==> config.mk <==
export PLATFORM = sky130hd
export DESIGN_NAME = chroma_burst_mod
export DESIGN_NICKNAME = d
export VERILOG_FILES = /design/src/rtl/cbm_pkg.sv /design/src/rtl/cbm_gain_burst.sv /design/src/rtl/cbm_interp2x.sv /design/src/rtl/cbm_quad_mod.sv /design/src/rtl/chroma_burst_mod.sv
export SDC_FILE = /design/constraint.sdc
export NUM_CORES = 1
export LEC_CHECK = 0
export ABC_CLOCK_PERIOD_IN_PS = 12500
export BUFFER_PORTS_ARGS = -buffer_cell sky130_fd_sc_hd__buf_2
export CAP_MARGIN = 5
export CORE_MARGIN = 1
export CORE_UTILIZATION = 34
export DETAILED_ROUTE_END_ITERATION = 8
export PLACE_DENSITY = 0.48
export REMOVE_ABC_BUFFERS = 1
export SLEW_MARGIN = 20
export SYNTH_ARGS = -nofsm -noshare
export SYNTH_HDL_FRONTEND = slang
export SYNTH_SLANG_ARGS = --single-unit
==> constraint.sdc <==
create_clock -name clk -period 12.5 [get_ports clk]
set_input_delay 1.875 -clock clk [delete_from_list [all_inputs] [get_ports clk]]
set_output_delay 1.875 -clock clk [all_outputs]
set_load 0.02 [all_outputs]
==> src/rtl/cbm_pkg.sv <==
// Shared types and constant functions for the chroma burst modulator.
// Assumes: the table depth is even and the amplitude fits the table width.
package cbm_pkg;

    // Burst axis selection
    typedef enum logic {
        STD_FIXED = 1'b0,
        STD_ALT   = 1'b1
    } std_e;

    // One sine table entry from a rational approximation over a half period
    function automatic int sine_entry(int idx, int depth, int amp);
        int half;
        int i;
        int q;
        int v;
        half = depth / 2;
        i    = idx % half;
        q    = i * (half - i);
        v    = (16 * amp * q) / (5 * half * half - 4 * q);
        return (idx >= half) ? -v : v;
    endfunction

endpackage

==> src/rtl/cbm_gain_burst.sv <==
// Gain and burst stage: scales each colour-difference sample by its own gain,
// or replaces the pair with a ramped burst vector during the burst window.
// Assumes: smp_valid pulses for one clock per baseband sample, and the burst
// window spans 2**BURST_LOG2 samples or more for a full ramp.
module cbm_gain_burst #(
    parameter int IN_W       = 8,
    parameter int GAIN_W     = 8,
    parameter int GAIN_SHIFT = 6,
    parameter int AMP_W      = 8,
    parameter int BURST_LOG2 = 4,
    parameter int BB_W       = 10
) (
    input  logic                   clk,
    input  logic                   rst_n,
    input  logic                   smp_valid,
    input  logic signed [IN_W-1:0] cb_in,
    input  logic signed [IN_W-1:0] cr_in,
    input  logic [GAIN_W-1:0]      cb_gain,
    input  logic [GAIN_W-1:0]      cr_gain,
    input  logic                   burst_win,
    input  logic                   std_sel,
    input  logic [AMP_W-1:0]       amp_start,
    input  logic [AMP_W-1:0]       amp_end,
    output logic signed [BB_W-1:0] u_q,
    output logic signed [BB_W-1:0] v_q,
    output logic                   vld_q
);
    import cbm_pkg::*;

    localparam int PW     = IN_W + GAIN_W + 1;
    localparam int AW     = AMP_W + 2;
    localparam int SW     = AW + BURST_LOG2 + 1;
    localparam int PAL_K  = 181;
    localparam int PALW   = AMP_W + 8;
    localparam logic [BURST_LOG2-1:0] K_MAX = '1;

    logic                    in_burst_q;
    logic [BURST_LOG2-1:0]   k_q;
    logic                    line_alt_q;
    logic [BURST_LOG2-1:0]   k_cur;
    logic signed [PW-1:0]    cb_prod, cr_prod, cb_sh, cr_sh;
    logic signed [BB_W-1:0]  gu, gv;
    logic signed [AW-1:0]    amp_diff;
    logic signed [SW-1:0]    ramp_prod, ramp_sh;
    logic [AW-1:0]           amp_sum;
    logic [AMP_W-1:0]        amp_now;
    logic [PALW-1:0]         pal_prod;
    logic signed [BB_W-1:0]  amp_ext, c_ext;
    logic signed [BB_W-1:0]  bu, bv;
    std_e                    std_mode;

    // Scale each component by its own gain
    always_comb begin
        cb_prod = $signed(cb_in) * $signed({1'b0, cb_gain});
        cr_prod = $signed(cr_in) * $signed({1'b0, cr_gain});
        cb_sh   = cb_prod >>> GAIN_SHIFT;
        cr_sh   = cr_prod >>> GAIN_SHIFT;
        gu      = cb_sh[BB_W-1:0];
        gv      = cr_sh[BB_W-1:0];
    end

    // Linear burst amplitude ramp from start to end over the window
    always_comb begin
        k_cur     = in_burst_q ? k_q : '0;
        amp_diff  = $signed({2'b00, amp_end}) - $signed({2'b00, amp_start});
        ramp_prod = amp_diff * $signed({1'b0, k_cur});
        ramp_sh   = ramp_prod >>> BURST_LOG2;
        amp_sum   = {2'b00, amp_start} + ramp_sh[AW-1:0];
        amp_now   = amp_sum[AMP_W-1:0];
        pal_prod  = amp_now * PALW'(PAL_K);
        amp_ext   = $signed({{(BB_W-AMP_W){1'b0}}, amp_now});
        c_ext     = $signed({{(BB_W-AMP_W){1'b0}}, pal_prod[PALW-1:8]});
    end

    // Burst vector direction for the selected standard
    always_comb begin
        std_mode = std_e'(std_sel);
        if (std_mode == STD_ALT) begin
            bu = -c_ext;
            bv = line_alt_q ? -c_ext : c_ext;
        end else begin
            bu = -amp_ext;
            bv = '0;
        end
    end

    // Register the selected sample pair and track window/line state
    always_ff @(posedge clk) begin
        if (!rst_n) begin
            u_q        <= '0;
            v_q        <= '0;
            vld_q      <= 1'b0;
            in_burst_q <= 1'b0;
            k_q        <= '0;
            line_alt_q <= 1'b0;
        end else begin
            vld_q <= smp_valid;
            if (smp_valid) begin
                u_q        <= burst_win ? bu : gu;
                v_q        <= burst_win ? bv : gv;
                in_burst_q <= burst_win;
                if (burst_win) begin
                    k_q <= (k_cur == K_MAX) ? k_cur : k_cur + 1'b1;
                end
                if (!burst_win && in_burst_q) begin
                    line_alt_q <= ~line_alt_q;
                end
            end
        end
    end

endmodule

==> src/rtl/cbm_interp2x.sv <==
// Two-times interpolator: for every input it emits the midpoint with the
// previous input, then HALF clocks later the input itself. With hold set it
// emits the input twice (sample-and-hold).
// Assumes: inputs arrive at least 2*HALF clocks apart.
module cbm_interp2x #(
    parameter int W    = 10,
    parameter int HALF = 2
) (
    input  logic                clk,
    input  logic                rst_n,
    input  logic                in_valid,
    input  logic signed [W-1:0] in_data,
    input  logic                hold,
    output logic                out_valid,
    output logic signed [W-1:0] out_data
);
    localparam int CW = $clog2(HALF + 1);

    logic signed [W-1:0] last_q;
    logic [CW-1:0]       cnt_q;
    logic signed [W:0]   pair_sum;
    logic signed [W-1:0] mid;

    // Floor midpoint of the new and the previous sample
    always_comb begin
        pair_sum = {in_data[W-1], in_data} + {last_q[W-1], last_q};
        mid      = pair_sum[W:1];
    end

    // Emit midpoint (or held value) now, then the sample itself later
    always_ff @(posedge clk) begin
        if (!rst_n) begin
            last_q    <= '0;
            cnt_q     <= '0;
            out_data  <= '0;
            out_valid <= 1'b0;
        end else begin
            out_valid <= 1'b0;
            if (in_valid) begin
                out_data  <= hold ? in_data : mid;
                last_q    <= in_data;
                cnt_q     <= CW'(HALF);
                out_valid <= 1'b1;
            end else if (cnt_q == CW'(1)) begin
                out_data  <= last_q;
                cnt_q     <= '0;
                out_valid <= 1'b1;
            end else if (cnt_q != '0) begin
                cnt_q <= cnt_q - 1'b1;
            end
        end
    end

endmodule

==> src/rtl/cbm_quad_mod.sv <==
// Quadrature modulator: phase accumulator, computed sine table shared for
// both terms, product sum, scaling and saturation to the output width.
// Assumes: the table width is 8 and the component width matches BB_W.
module cbm_quad_mod #(
    parameter int BB_W    = 10,
    parameter int PHASE_W = 32,
    parameter int LUT_AW  = 8,
    parameter int LUT_W   = 8,
    parameter int OUT_W   = 10
) (
    input  logic                     clk,
    input  logic                     rst_n,
    input  logic [PHASE_W-1:0]       fsc_inc,
    input  logic                     data_vld,
    input  logic signed [BB_W-1:0]   u_in,
    input  logic signed [BB_W-1:0]   v_in,
    output logic signed [OUT_W-1:0]  mod_out
);
    localparam int LUT_DEPTH = 2 ** LUT_AW;
    localparam int LUT_AMP   = 2 ** (LUT_W - 1) - 1;
    localparam int MOD_SHIFT = LUT_W - 1;
    localparam int PROD_W    = BB_W + LUT_W;
    localparam int SUM_W     = PROD_W + 1;
    localparam logic [LUT_AW-1:0] COS_OFS = LUT_AW'(LUT_DEPTH / 4);
    localparam logic signed [SUM_W-1:0] SAT_HI = SUM_W'(2 ** (OUT_W - 1) - 1);
    localparam logic signed [SUM_W-1:0] SAT_LO = -SAT_HI - SUM_W'(1);

    logic [PHASE_W-1:0]       acc_q;
    logic [LUT_AW-1:0]        idx_s, idx_c;
    logic signed [LUT_W-1:0]  lut [LUT_DEPTH];
    logic signed [LUT_W-1:0]  sin_v, cos_v;
    logic signed [PROD_W-1:0] prod_u, prod_v;
    logic signed [SUM_W-1:0]  sum, scaled;
    logic signed [OUT_W-1:0]  sat_v;

    // Sine table filled from a constant function
    for (genvar g = 0; g < LUT_DEPTH; g++) begin : g_lut
        assign lut[g] = LUT_W'(cbm_pkg::sine_entry(g, LUT_DEPTH, LUT_AMP));
    end

    // Table lookup, products, scaling and saturation
    always_comb begin
        idx_s  = acc_q[PHASE_W-1 -: LUT_AW];
        idx_c  = idx_s + COS_OFS;
        sin_v  = lut[idx_s];
        cos_v  = lut[idx_c];
        prod_u = u_in * sin_v;
        prod_v = v_in * cos_v;
        sum    = {prod_u[PROD_W-1], prod_u} + {prod_v[PROD_W-1], prod_v};
        scaled = sum >>> MOD_SHIFT;
        if (scaled > SAT_HI) begin
            sat_v = SAT_HI[OUT_W-1:0];
        end else if (scaled < SAT_LO) begin
            sat_v = SAT_LO[OUT_W-1:0];
        end else begin
            sat_v = scaled[OUT_W-1:0];
        end
    end

    // Advance subcarrier phase and register the modulated sample
    always_ff @(posedge clk) begin
        if (!rst_n) begin
            acc_q   <= '0;
            mod_out <= '0;
        end else begin
            acc_q <= acc_q + fsc_inc;
            if (data_vld) begin
                mod_out <= sat_v;
            end
        end
    end

endmodule

==> src/rtl/chroma_burst_mod.sv <==
// Top of the chroma path: gain/burst stage, two cascaded 2x interpolators
// per component (second one optionally sample-and-hold), quadrature modulator.
// Assumes: smp_valid arrives exactly every fourth clock.
module chroma_burst_mod #(
    parameter int IN_W       = 8,
    parameter int GAIN_W     = 8,
    parameter int GAIN_SHIFT = 6,
    parameter int AMP_W      = 8,
    parameter int BURST_LOG2 = 4,
    parameter int BB_W       = 10,
    parameter int PHASE_W    = 32,
    parameter int LUT_AW     = 8,
    parameter int LUT_W      = 8,
    parameter int OUT_W      = 10
) (
    input  logic                     clk,
    input  logic                     rst_n,
    input  logic                     smp_valid,
    input  logic signed [IN_W-1:0]   cb_in,
    input  logic signed [IN_W-1:0]   cr_in,
    input  logic [GAIN_W-1:0]        cb_gain,
    input  logic [GAIN_W-1:0]        cr_gain,
    input  logic                     burst_win,
    input  logic                     std_sel,
    input  logic [AMP_W-1:0]         amp_start,
    input  logic [AMP_W-1:0]         amp_end,
    input  logic [PHASE_W-1:0]       fsc_inc,
    input  logic                     bypass,
    output logic signed [OUT_W-1:0]  chroma_out
);
    localparam int NCH = 2;

    logic signed [BB_W-1:0] u_gb, v_gb;
    logic                   gb_vld;
    logic signed [BB_W-1:0] ch_gb [NCH];
    logic signed [BB_W-1:0] s1_data [NCH];
    logic signed [BB_W-1:0] s2_data [NCH];
    logic [NCH-1:0]         s1_vld, s2_vld;
    logic signed [BB_W-1:0] u_s1, u_s2, v_s2;
    logic                   s1_vld_u;

    cbm_gain_burst #(
        .IN_W(IN_W), .GAIN_W(GAIN_W), .GAIN_SHIFT(GAIN_SHIFT),
        .AMP_W(AMP_W), .BURST_LOG2(BURST_LOG2), .BB_W(BB_W)
    ) u_gain_burst (
        .clk(clk), .rst_n(rst_n), .smp_valid(smp_valid),
        .cb_in(cb_in), .cr_in(cr_in), .cb_gain(cb_gain), .cr_gain(cr_gain),
        .burst_win(burst_win), .std_sel(std_sel),
        .amp_start(amp_start), .amp_end(amp_end),
        .u_q(u_gb), .v_q(v_gb), .vld_q(gb_vld)
    );

    assign ch_gb[0] = u_gb;
    assign ch_gb[1] = v_gb;

    // One interpolator chain per colour component
    for (genvar c = 0; c < NCH; c++) begin : g_chan
        cbm_interp2x #(.W(BB_W), .HALF(2)) u_stage1 (
            .clk(clk), .rst_n(rst_n), .in_valid(gb_vld), .in_data(ch_gb[c]),
            .hold(1'b0), .out_valid(s1_vld[c]), .out_data(s1_data[c])
        );
        cbm_interp2x #(.W(BB_W), .HALF(1)) u_stage2 (
            .clk(clk), .rst_n(rst_n), .in_valid(s1_vld[c]), .in_data(s1_data[c]),
            .hold(bypass), .out_valid(s2_vld[c]), .out_data(s2_data[c])
        );
    end

    assign u_s1     = s1_data[0];
    assign u_s2     = s2_data[0];
    assign v_s2     = s2_data[1];
    assign s1_vld_u = s1_vld[0];

    cbm_quad_mod #(
        .BB_W(BB_W), .PHASE_W(PHASE_W), .LUT_AW(LUT_AW),
        .LUT_W(LUT_W), .OUT_W(OUT_W)
    ) u_quad_mod (
        .clk(clk), .rst_n(rst_n), .fsc_inc(fsc_inc),
        .data_vld(&s2_vld), .u_in(u_s2), .v_in(v_s2), .mod_out(chroma_out)
    );

endmodule

==> impl_metrics.tcl, run 1 <==
set metrics [dict create \
    status "finished clean" \
    whs_path_depth 1 \
    cp.required_ns 12.89 \
    yosysMostFrequentCell "inv_1" \
    cp.arrival_ns 11.57 \
    power.leakage_nw 11.8 \
    setup_viol_count_final 0 \
    area_delta_synth_final_pct 8.29 \
    skew_ns 0.0229 \
    p_comb_frac 0.831 \
    power_density_nw_per_um2 280 \
    tritoncts "done" \
    antenna_found_initial 0 \
    grt_pass1_wl_mm 98.2 \
    r2r_cells 39 \
    yosys_register_bits 159 \
    worst_path_most_repeated_cell "ha_1" \
    drive_gt1_frac 0.0750 \
    syn-cell-area_um2 23800 \
    gr-total-overflow 0 \
    hold_class "flop to flop" \
    rsz0062_at_grt "no" \
    cts_root_buffer "clkbuf_16" \
    chipHeight_um 267 \
    worst_pin_slew_ns 1.04 \
    portBuffers 95 \
    maxCapViolCount 0 \
    die_w_um 267 \
    nets 3470 \
    period_minus_slack_ns 11.18 \
    swShare 0.537 \
    routabilityCongestion 0.848 \
    max-slew-margin-rel 0.286 \
    core_um2 68900 \
    yosysWarningCount 0 \
    drt-wirelength-per-cell_um 15.2 \
    cts_hold_buf 0 \
    insertion_delay_ns 0.48 \
    cts_buffers 17 \
    drv_slew 0 \
    std_cell_rows 96 \
    syn_area_per_cell_um2 8.49 \
    async_flop_share 0 \
    power_mw 7.21 \
    synth_cell_types 92 \
    drc 0 \
    intPower_mw 3.33 \
    tns_ns 0 \
    grt_max_degree 84 \
    p_switching_mw 3.87 \
    clk_pin_slew_worst_paths_ns 0.06 \
    initial_core_util 0.345 \
    yosys-top-cells-area "fa_1 23%, ha_1 15%, dfxtp_1 13%, inv_1 6.1%, nor2_1 4.0%" \
    vias 18800 \
    hold_violations 0 \
    max_freq_mhz 89.4 \
    yosysTopAreaCellShare 0.230 \
    drtIter0Drc 1011 \
    pwr-share-clk 0.078 \
    synth_ff_type "dfxtp_1" \
    cts_buffer_depth 2 \
    cts_resized 0 \
    crit_slowest_cell "fa_1" \
    pin_count 96 \
    min_period_over_period 0.894 \
    grt_pass1_vias 19600 \
    seq_area_frac_synth 0.134 \
    cp_max_fo 7 \
    clock_sinks 159 \
    critPathMaxStageDelay_ns 0.54 \
    vias_per_cell 4.98 \
    worstSetupPathType "primary input to flop" \
    syn-instance-count 2803 \
    ant_nets 0 \
    cts_max_level 4 \
    cts_setup_buffers 0 \
    p_seq_frac 0.091 \
    dieArea_um2 71100 \
    synthTopCellsByCount "386 x inv_1, 281 x ha_1, 274 x fa_1" \
    hpwlAfterDp_mm 46.3 \
    startpoint_type "primary input" \
    end_kind "flop" \
    synth_edf_count 0 \
    diodes 0 \
    grt_usage 0.170 \
    drt_wl_total_mm 57.5 \
    yosys.area.top_type "fa_1" \
    ir_drop_mv 0.368 \
    drt_pass1_iterations 6 \
]
sequential cells by signal, indices dropped and copies added (netlist names):
register,cells
u_quad_mod.acc_q,32
g_chan.u_stage1.last_q,20
g_chan.u_stage1.out_data,20
g_chan.u_stage2.last_q,20
g_chan.u_stage2.out_data,20
u_gain_burst.u_q,10
u_gain_burst.v_q,10
u_quad_mod.mod_out,10
g_chan.u_stage1.cnt_q,4
u_gain_burst.k_q,4
g_chan.u_stage1.out_valid,2
g_chan.u_stage2.cnt_q,2
g_chan.u_stage2.out_valid,2
u_gain_burst.in_burst_q,1
u_gain_burst.line_alt_q,1
u_gain_burst.vld_q,1
per-stage QoR:
stage | setup WS (ns) | instances | utilization | area (µm²) | hold slack, ns
after floorplan | 1.74 | 2697 | - | 23400 | 0.417
after global placement | 1.04 | 3741 | 0.365 | 25100 | 0.425
after detailed placement | 0.892 | 3741 | 0.365 | 25100 | 0.433
after CTS | 1.40 | 3772 | 0.374 | 25800 | 0.446
after global routing | 0.598 | 3772 | 0.374 | 25800 | 0.467
final | 1.32 | 3772 | 0.374 | 25800 | 0.438
cells in the final DEF, fill, tap and decap left out, types with 54 or more instances in the layout:
| cell | synthesis | routed |
|---|---|---|
| xnor2_1 | 97 | 97 |
| a21oi_1 | 153 | 153 |
| inv_1 | 386 | 385 |
| buf_2 | 10 | 95 |
| nor2_1 | 252 | 252 |
| o21ai_0 | 112 | 112 |
| dfxtp_1 | 159 | 155 |
| ha_1 | 281 | 281 |
| a211oi_1 | 65 | 65 |
| and2_1 | 132 | 132 |
| fa_1 | 274 | 274 |
| mux2i_1 | 54 | 54 |
| nor2b_1 | 65 | 65 |
| nand2_1 | 211 | 211 |
area by class of cell:
cell class              count  area, µm²
clock buffers              18        439
clock inverters            13        178
fillers                  7166      43200
inverters                 392       1470
multi-input cells        2146      18700
flip-flops and latches    159       3190
well taps                 931       1160
repair buffers            113        611
per-layer routing:
metal | routed length, µm | up-vias | share of wire | track usage
li1 | - | 9339 | - | -
met1 | 26700 | 9150 | 0.46 | 0.218
met2 | 28200 | 240 | 0.49 | 0.297
met3 | 1380 | 63 | 0.024 | 0.0222
met4 | 1220 | 0 | 0.021 | 0.0488
met5 | 0 | - | 0 | 0
power groups by stage:
stage                     clock [mW]  combinational, mW  sequential [mW]
after CTS                      0.585               6.13            0.658
final                          0.563               5.99            0.658
after detailed placement           0               6.09            0.669
after floorplan                    0               4.59            0.710
after global routing           0.605               6.92            0.669
after global placement             0               6.02            0.667
kinds of logic (layout without fill, tap and decap cells):
| kind of cell | count (synthesis) | after routing | share of synthesized area |
|---|---|---|---|
| compound gates | 545 | 545 | 0.152 |
| xor+xnor | 146 | 146 | 0.0540 |
| fa+ha+maj | 555 | 555 | 0.378 |
| buf+inv | 498 | 536 | 0.0800 |
| flops | 159 | 159 | 0.134 |
| mux | 69 | 69 | 0.0330 |
| simple gates | 831 | 831 | 0.169 |
critical path: cells and delay by family:
kind / cells / cell delay, ns
adders and majority gates: 10 / 3.96
AOI/OAI and AO/OA: 15 / 3.22
xor gates and xnor gates: 5 / 1.21
and+or+nand+nor: 6 / 0.85
buffers and inverters: 7 / 0.47
worst paths after layout:
path / from / end / slack [ns]
worst max register to register: u_gain_burst.in_burst_q$_SDFFE_PN0P_ / u_gain_burst.v_q[7]$_SDFFE_PN0P_ / 2.66
worst min-delay path: g_chan[1].u_stage1.cnt_q[0]$_SDFFE_PP0P_ / g_chan[1].u_stage1.cnt_q[0]$_SDFFE_PP0P_ / 0.44
worst max-delay path: amp_start[2] / u_gain_burst.v_q[7]$_SDFFE_PN0P_ / 1.32
worst min register to register: g_chan[1].u_stage1.cnt_q[0]$_SDFFE_PP0P_ / g_chan[1].u_stage1.cnt_q[0]$_SDFFE_PP0P_ / 0.44
No activity file was read; power rests on OpenSTA's default activity.
==> run 2, diff against run 1 <==
GPL_TIMING_DRIVEN = 0   (was default)
==> run 2 against run 1 <==
Compared with the run above: register-to-register slack worse by 0.41 ns; non-clock buffer count is 13 lower; fmax is 4.3% lower; clock skew is 0.010 ns lower; worst hold slack better by 0.0039 ns; utilization is 0.098 points lower; final area is 0.26% lower; largest cell class unchanged; highest routed layer is now met5.
==> impl_metrics.tcl, run 2 (synthesis gave the netlist of run 1 again) <==
set metrics [dict create \
    status "finished clean" \
    max-slew-margin-rel 0.260 \
    grt_max_degree 90 \
    pin_count 96 \
    grt_usage 0.168 \
    drt_pass1_iterations 5 \
    diodes 0 \
    final_cell_mix "385 x inv_1, 281 x ha_1, 274 x fa_1" \
    layout_commonest_cell "inv_1" \
    max_freq_mhz 85.6 \
    cp.required_ns 12.89 \
    routabilityCongestion 0.831 \
    drt-wirelength-per-cell_um 15.1 \
    power.leakage_nw 11.7 \
    ant_nets 0 \
    dieArea_um2 71100 \
    ir_drop_mv 0.478 \
    vias 18700 \
    portBuffers 95 \
    cts_root_buffer "clkbuf_16" \
    whs_ns 0.442 \
    rsz0062_at_grt "no" \
    cp_top_family "adder cells" \
    die_w_um 267 \
    use_met2 0.306 \
    crit_slowest_cell "xor2_1" \
    gr-total-overflow 0 \
    nets 3457 \
    insertion_delay_ns 0.48 \
    hpwlAfterDp_mm 45.6 \
    grt_pass1_wl_mm 97.9 \
    largest_reg_flops 32 \
    vias_per_cell 4.96 \
    ff2ff_setup_slack_ns 2.25 \
    setup_viol_count_final 0 \
    period_minus_slack_ns 11.68 \
    multi_input_area_um2 18700 \
    r2r_cells 40 \
    reg2reg_to "u_gain_burst.v_q[7]$_SDFFE_PN0P_" \
    area_delta_synth_final_pct 8.00 \
    register_area_um2 3200 \
    power_density_nw_per_um2 280 \
    grtUsageMet3 0.0200 \
    reg2reg_from "u_gain_burst.in_burst_q$_SDFFE_PN0P_" \
    drt_wl_total_mm 56.8 \
    fillCellCount 7241 \
    chipHeight_um 267 \
    core_um2 68900 \
    clk_pin_slew_worst_paths_ns 0.06 \
    layout.cells.non_filler 3759 \
    critPathMaxStageDelay_ns 0.63 \
    drive_gt1_frac 0.0728 \
    startpoint_type "primary input" \
    cp_max_fo 7 \
    cts_buffer_depth 2 \
    worstSetupPathType "primary input to flop" \
    critPathLaunch "amp_start[0]" \
    regMostFlops "u_quad_mod.acc_q" \
    maxCapViolCount 0 \
    grt_use_met1 0.212 \
    cts_buffers 17 \
    cp.arrival_ns 12.07 \
    skew_ns 0.0127 \
    hold_violations 0 \
    cts_setup_buffers 0 \
    dp.cells 3728 \
    top_usage_layer "met2" \
    drc 0 \
    std_cell_rows 96 \
    min_period_over_period 0.935 \
    cts_resized 0 \
    endpoint "u_gain_burst.v_q[7]$_SDFFE_PN0P_" \
    grt_pass1_vias 19600 \
    clock_sinks 159 \
    end_kind "flop" \
    tritoncts "done" \
    drv_slew 0 \
    cts_max_level 4 \
    worst_path_most_repeated_cell "ha_1" \
    antenna_found_initial 1 \
    hold_class "flop to flop" \
    worst-path-stages 42 \
    power_mw 7.19 \
    drtIter0Drc 668 \
    initial_core_util 0.345 \
    path_buf_inv 6 \
    cts_hold_buf 0 \
    worst_pin_slew_ns 1.08 \
    tns_ns 0 \
]
-- run 2: worst reg2reg max path: cells and delay by family (launching register included) --
| kind | cells | cell delay, ns |
|---|---|---|
| compound gates | 15 | 3.66 |
| fa+ha+maj | 9 | 3.34 |
| simple gates | 7 | 1.18 |
| xor+xnor | 4 | 1.11 |
| flops | 1 | 0.53 |
| buf+inv | 5 | 0.38 |
-- run 2: report_power, final --
group | internal (mW) | switching [mW]
Combinational | 2.44 | 3.51
Sequential | 0.582 | 0.153
Clock | 0.279 | 0.231
Total | 3.30 | 3.89
-- run 2: worst min-delay path by stage --
stage | startpoint | end | slack, ns | depth (start not counted)
final | g_chan[0].u_stage1.cnt_q[0]$_SDFFE_PP0P_ | g_chan[0].u_stage1.cnt_q[0]$_SDFFE_PP0P_ | 0.44 | 1
after global routing | g_chan[0].u_stage1.cnt_q[0]$_SDFFE_PP0P_ | g_chan[0].u_stage1.cnt_q[0]$_SDFFE_PP0P_ | 0.47 | 1
after CTS | g_chan[0].u_stage1.cnt_q[0]$_SDFFE_PP0P_ | g_chan[0].u_stage1.cnt_q[0]$_SDFFE_PP0P_ | 0.45 | 1
after detailed placement | g_chan[1].u_stage1.cnt_q[0]$_SDFFE_PP0P_ | g_chan[1].u_stage1.cnt_q[0]$_SDFFE_PP0P_ | 0.43 | 1
after global placement | g_chan[1].u_stage1.cnt_q[0]$_SDFFE_PP0P_ | g_chan[1].u_stage1.cnt_q[0]$_SDFFE_PP0P_ | 0.43 | 1
after floorplan | g_chan[0].u_stage1.cnt_q[0]$_SDFFE_PP0P_ | g_chan[0].u_stage1.cnt_q[0]$_SDFFE_PP0P_ | 0.42 | 1
-- run 2: per-stage QoR --
| step | utilization | setup slack (ns) | instance area [µm²] |
|---|---|---|---|
| floorplan | - | 1.74 | 23400 |
| global placement | 0.363 | 0.146 | 25000 |
| detailed placement | 0.365 | 0.235 | 25100 |
| CTS | 0.373 | 0.718 | 25700 |
| global route | 0.373 | 0.0862 | 25700 |
| finish | 0.373 | 0.817 | 25700 |
-- run 2: final cells by class --
cell class,count,share of cell area
inverter,392,0.0574
multi-input combinational,2146,0.729
clock inverter,12,0.00428
sequential,159,0.124
timing repair buffer,100,0.0228
tap,931,0.0453
clock buffer,19,0.0172
-- run 2: layer usage --
metal	part of all wire	routed length, µm
met5	0.00018	10
met4	0.011	631
met3	0.024	1380
met2	0.51	28800
met1	0.46	25900
==> run 3, diff against run 2 <==
PLACE_DENSITY = 0.6   (was 0.48)
==> run 3 against run 2 <==
Compared with the run above: critical path depth grew 1; sequential power shrank 2%; setup slack gained 0.19 ns; sequential share of layout area is essentially flat.
==> impl_metrics.tcl, run 3 (synthesis gave the netlist of run 1 again) <==
set metrics [dict create \
    status "finished clean" \
    routabilityCongestion 0.838 \
    grt_pass1_wl_mm 90.4 \
    cp_max_fo 7 \
    worst_pin_slew_ns 1.15 \
    power_density_nw_per_um2 278 \
    top_usage_layer "met2" \
    end_kind "flop" \
    drive_gt1_frac 0.0725 \
    drv_slew 0 \
    worst_path_most_repeated_cell "ha_1" \
    gr-total-overflow 0 \
    core_um2 68900 \
    grt_max_degree 90 \
    dieArea_um2 71100 \
    insertion_delay_ns 0.45 \
    vias_per_cell 4.86 \
    nets 3457 \
    period_minus_slack_ns 11.49 \
    tns_ns 0 \
    cp.arrival_ns 11.86 \
    max-slew-margin-rel 0.235 \
    layout_commonest_cell "inv_1" \
    regMostFlops "u_quad_mod.acc_q" \
    startpoint_type "primary input" \
    drt-wirelength-per-cell_um 13.7 \
    cts_hold_buf 0 \
    power.leakage_nw 11.8 \
    clk_pin_slew_worst_paths_ns 0.07 \
    min_period_over_period 0.919 \
    chipHeight_um 267 \
    critPathMaxStageDelay_ns 0.60 \
    rsz0062_at_grt "no" \
    hold_class "flop to flop" \
    cts_max_level 4 \
    setup_viol_count_final 0 \
    cts_buffers 17 \
    max_freq_mhz 87.0 \
    drt_wl_total_mm 51.7 \
    cts_root_buffer "clkbuf_16" \
    cts_resized 0 \
    grt_usage 0.153 \
    grtUsageMet3 0.0141 \
    initial_core_util 0.345 \
    tritoncts "done" \
    skew_ns 0.0238 \
    drt_pass1_iterations 5 \
    ir_drop_mv 0.374 \
    area_delta_synth_final_pct 8.09 \
    drc 0 \
    grt_use_met1 0.198 \
    fin_util 0.373 \
    antenna_found_initial 1 \
    clock_sinks 159 \
    final_cell_mix "385 x inv_1, 281 x ha_1, 274 x fa_1" \
    grt_pass1_vias 18600 \
    portBuffers 95 \
    drtIter0Drc 789 \
    die_w_um 267 \
    use_met2 0.268 \
    maxCapViolCount 0 \
    std_cell_rows 96 \
    vias 18300 \
    cp.required_ns 12.87 \
    ant_nets 0 \
    diodes 0 \
    pin_count 96 \
    cts_buffer_depth 2 \
    cts_setup_buffers 0 \
    hpwlAfterDp_mm 41.7 \
    crit_slowest_cell "xor2_1" \
    hold_violations 0 \
    fillCellCount 7154 \
    largest_reg_flops 32 \
    worstSetupPathType "primary input to flop" \
]
==> run 3: changes by cell type in the layout (fill, tap and decap cells not counted), sizes merged <==
cell	previous run	this run
inv	396	398
bufinv	1	0
clkbuf	19	18
clkinv	6	7
==> run 3: final cells by class <==
type | instances | area [µm²] | area share
Clock buffer | 18 | 429 | 0.0167
Multi-Input combinational cell | 2146 | 18700 | 0.728
Clock inverter | 14 | 169 | 0.00657
Inverter | 392 | 1480 | 0.0574
Tap cell | 931 | 1160 | 0.0453
Timing Repair Buffer | 100 | 571 | 0.0222
Sequential cell | 159 | 3200 | 0.124
==> run 3: metal layers <==
metal | part of all wire | up-vias
li1 | - | 9311
met4 | 0.022 | 2
met3 | 0.025 | 68
met1 | 0.46 | 8663
met2 | 0.49 | 241
met5 | 0.00025 | -
==> run 3: metrics by stage <==
stage	power, mW	cells	worst slack, ns	hold slack, ns	area [µm²]
floorplan	5.30	2697	1.74	0.417	23400
global placement	6.64	3723	0.429	0.430	25000
detailed placement	6.70	3728	0.443	0.434	25100
CTS	7.27	3760	0.914	0.443	25700
global route	8.06	3760	0.201	0.479	25700
finish	7.14	3760	1.01	0.441	25700
==> run 3: worst max-delay path, delay by kind of cell <==
family / cells / cell delay [ns]
fa+ha+maj: 10 / 4.00
compound gates: 15 / 3.11
xor+xnor: 5 / 1.45
simple gates: 6 / 0.80
buf+inv: 7 / 0.61
==> run 3: worst paths after layout <==
kind                                                 start                                       end  slack, ns  cells after the start
setup / recovery                              amp_start[1]          u_gain_burst.v_q[7]$_SDFFE_PN0P_       1.01                     43
hold / removal    g_chan[1].u_stage1.cnt_q[0]$_SDFFE_PP0P_  g_chan[1].u_stage1.cnt_q[0]$_SDFFE_PP0P_       0.44                      1
setup reg to reg      u_gain_burst.in_burst_q$_SDFFE_PN0P_          u_gain_burst.v_q[7]$_SDFFE_PN0P_       2.47                     40
hold reg to reg   g_chan[1].u_stage1.cnt_q[0]$_SDFFE_PP0P_  g_chan[1].u_stage1.cnt_q[0]$_SDFFE_PP0P_       0.44                      1
==> run 3: power by group <==
part	leakage (nW)	internal [mW]	switching [mW]
sequential	1.30	0.581	0.136
combinational	10.2	2.42	3.48
clock	0.287	0.269	0.250
total	11.8	3.27	3.87
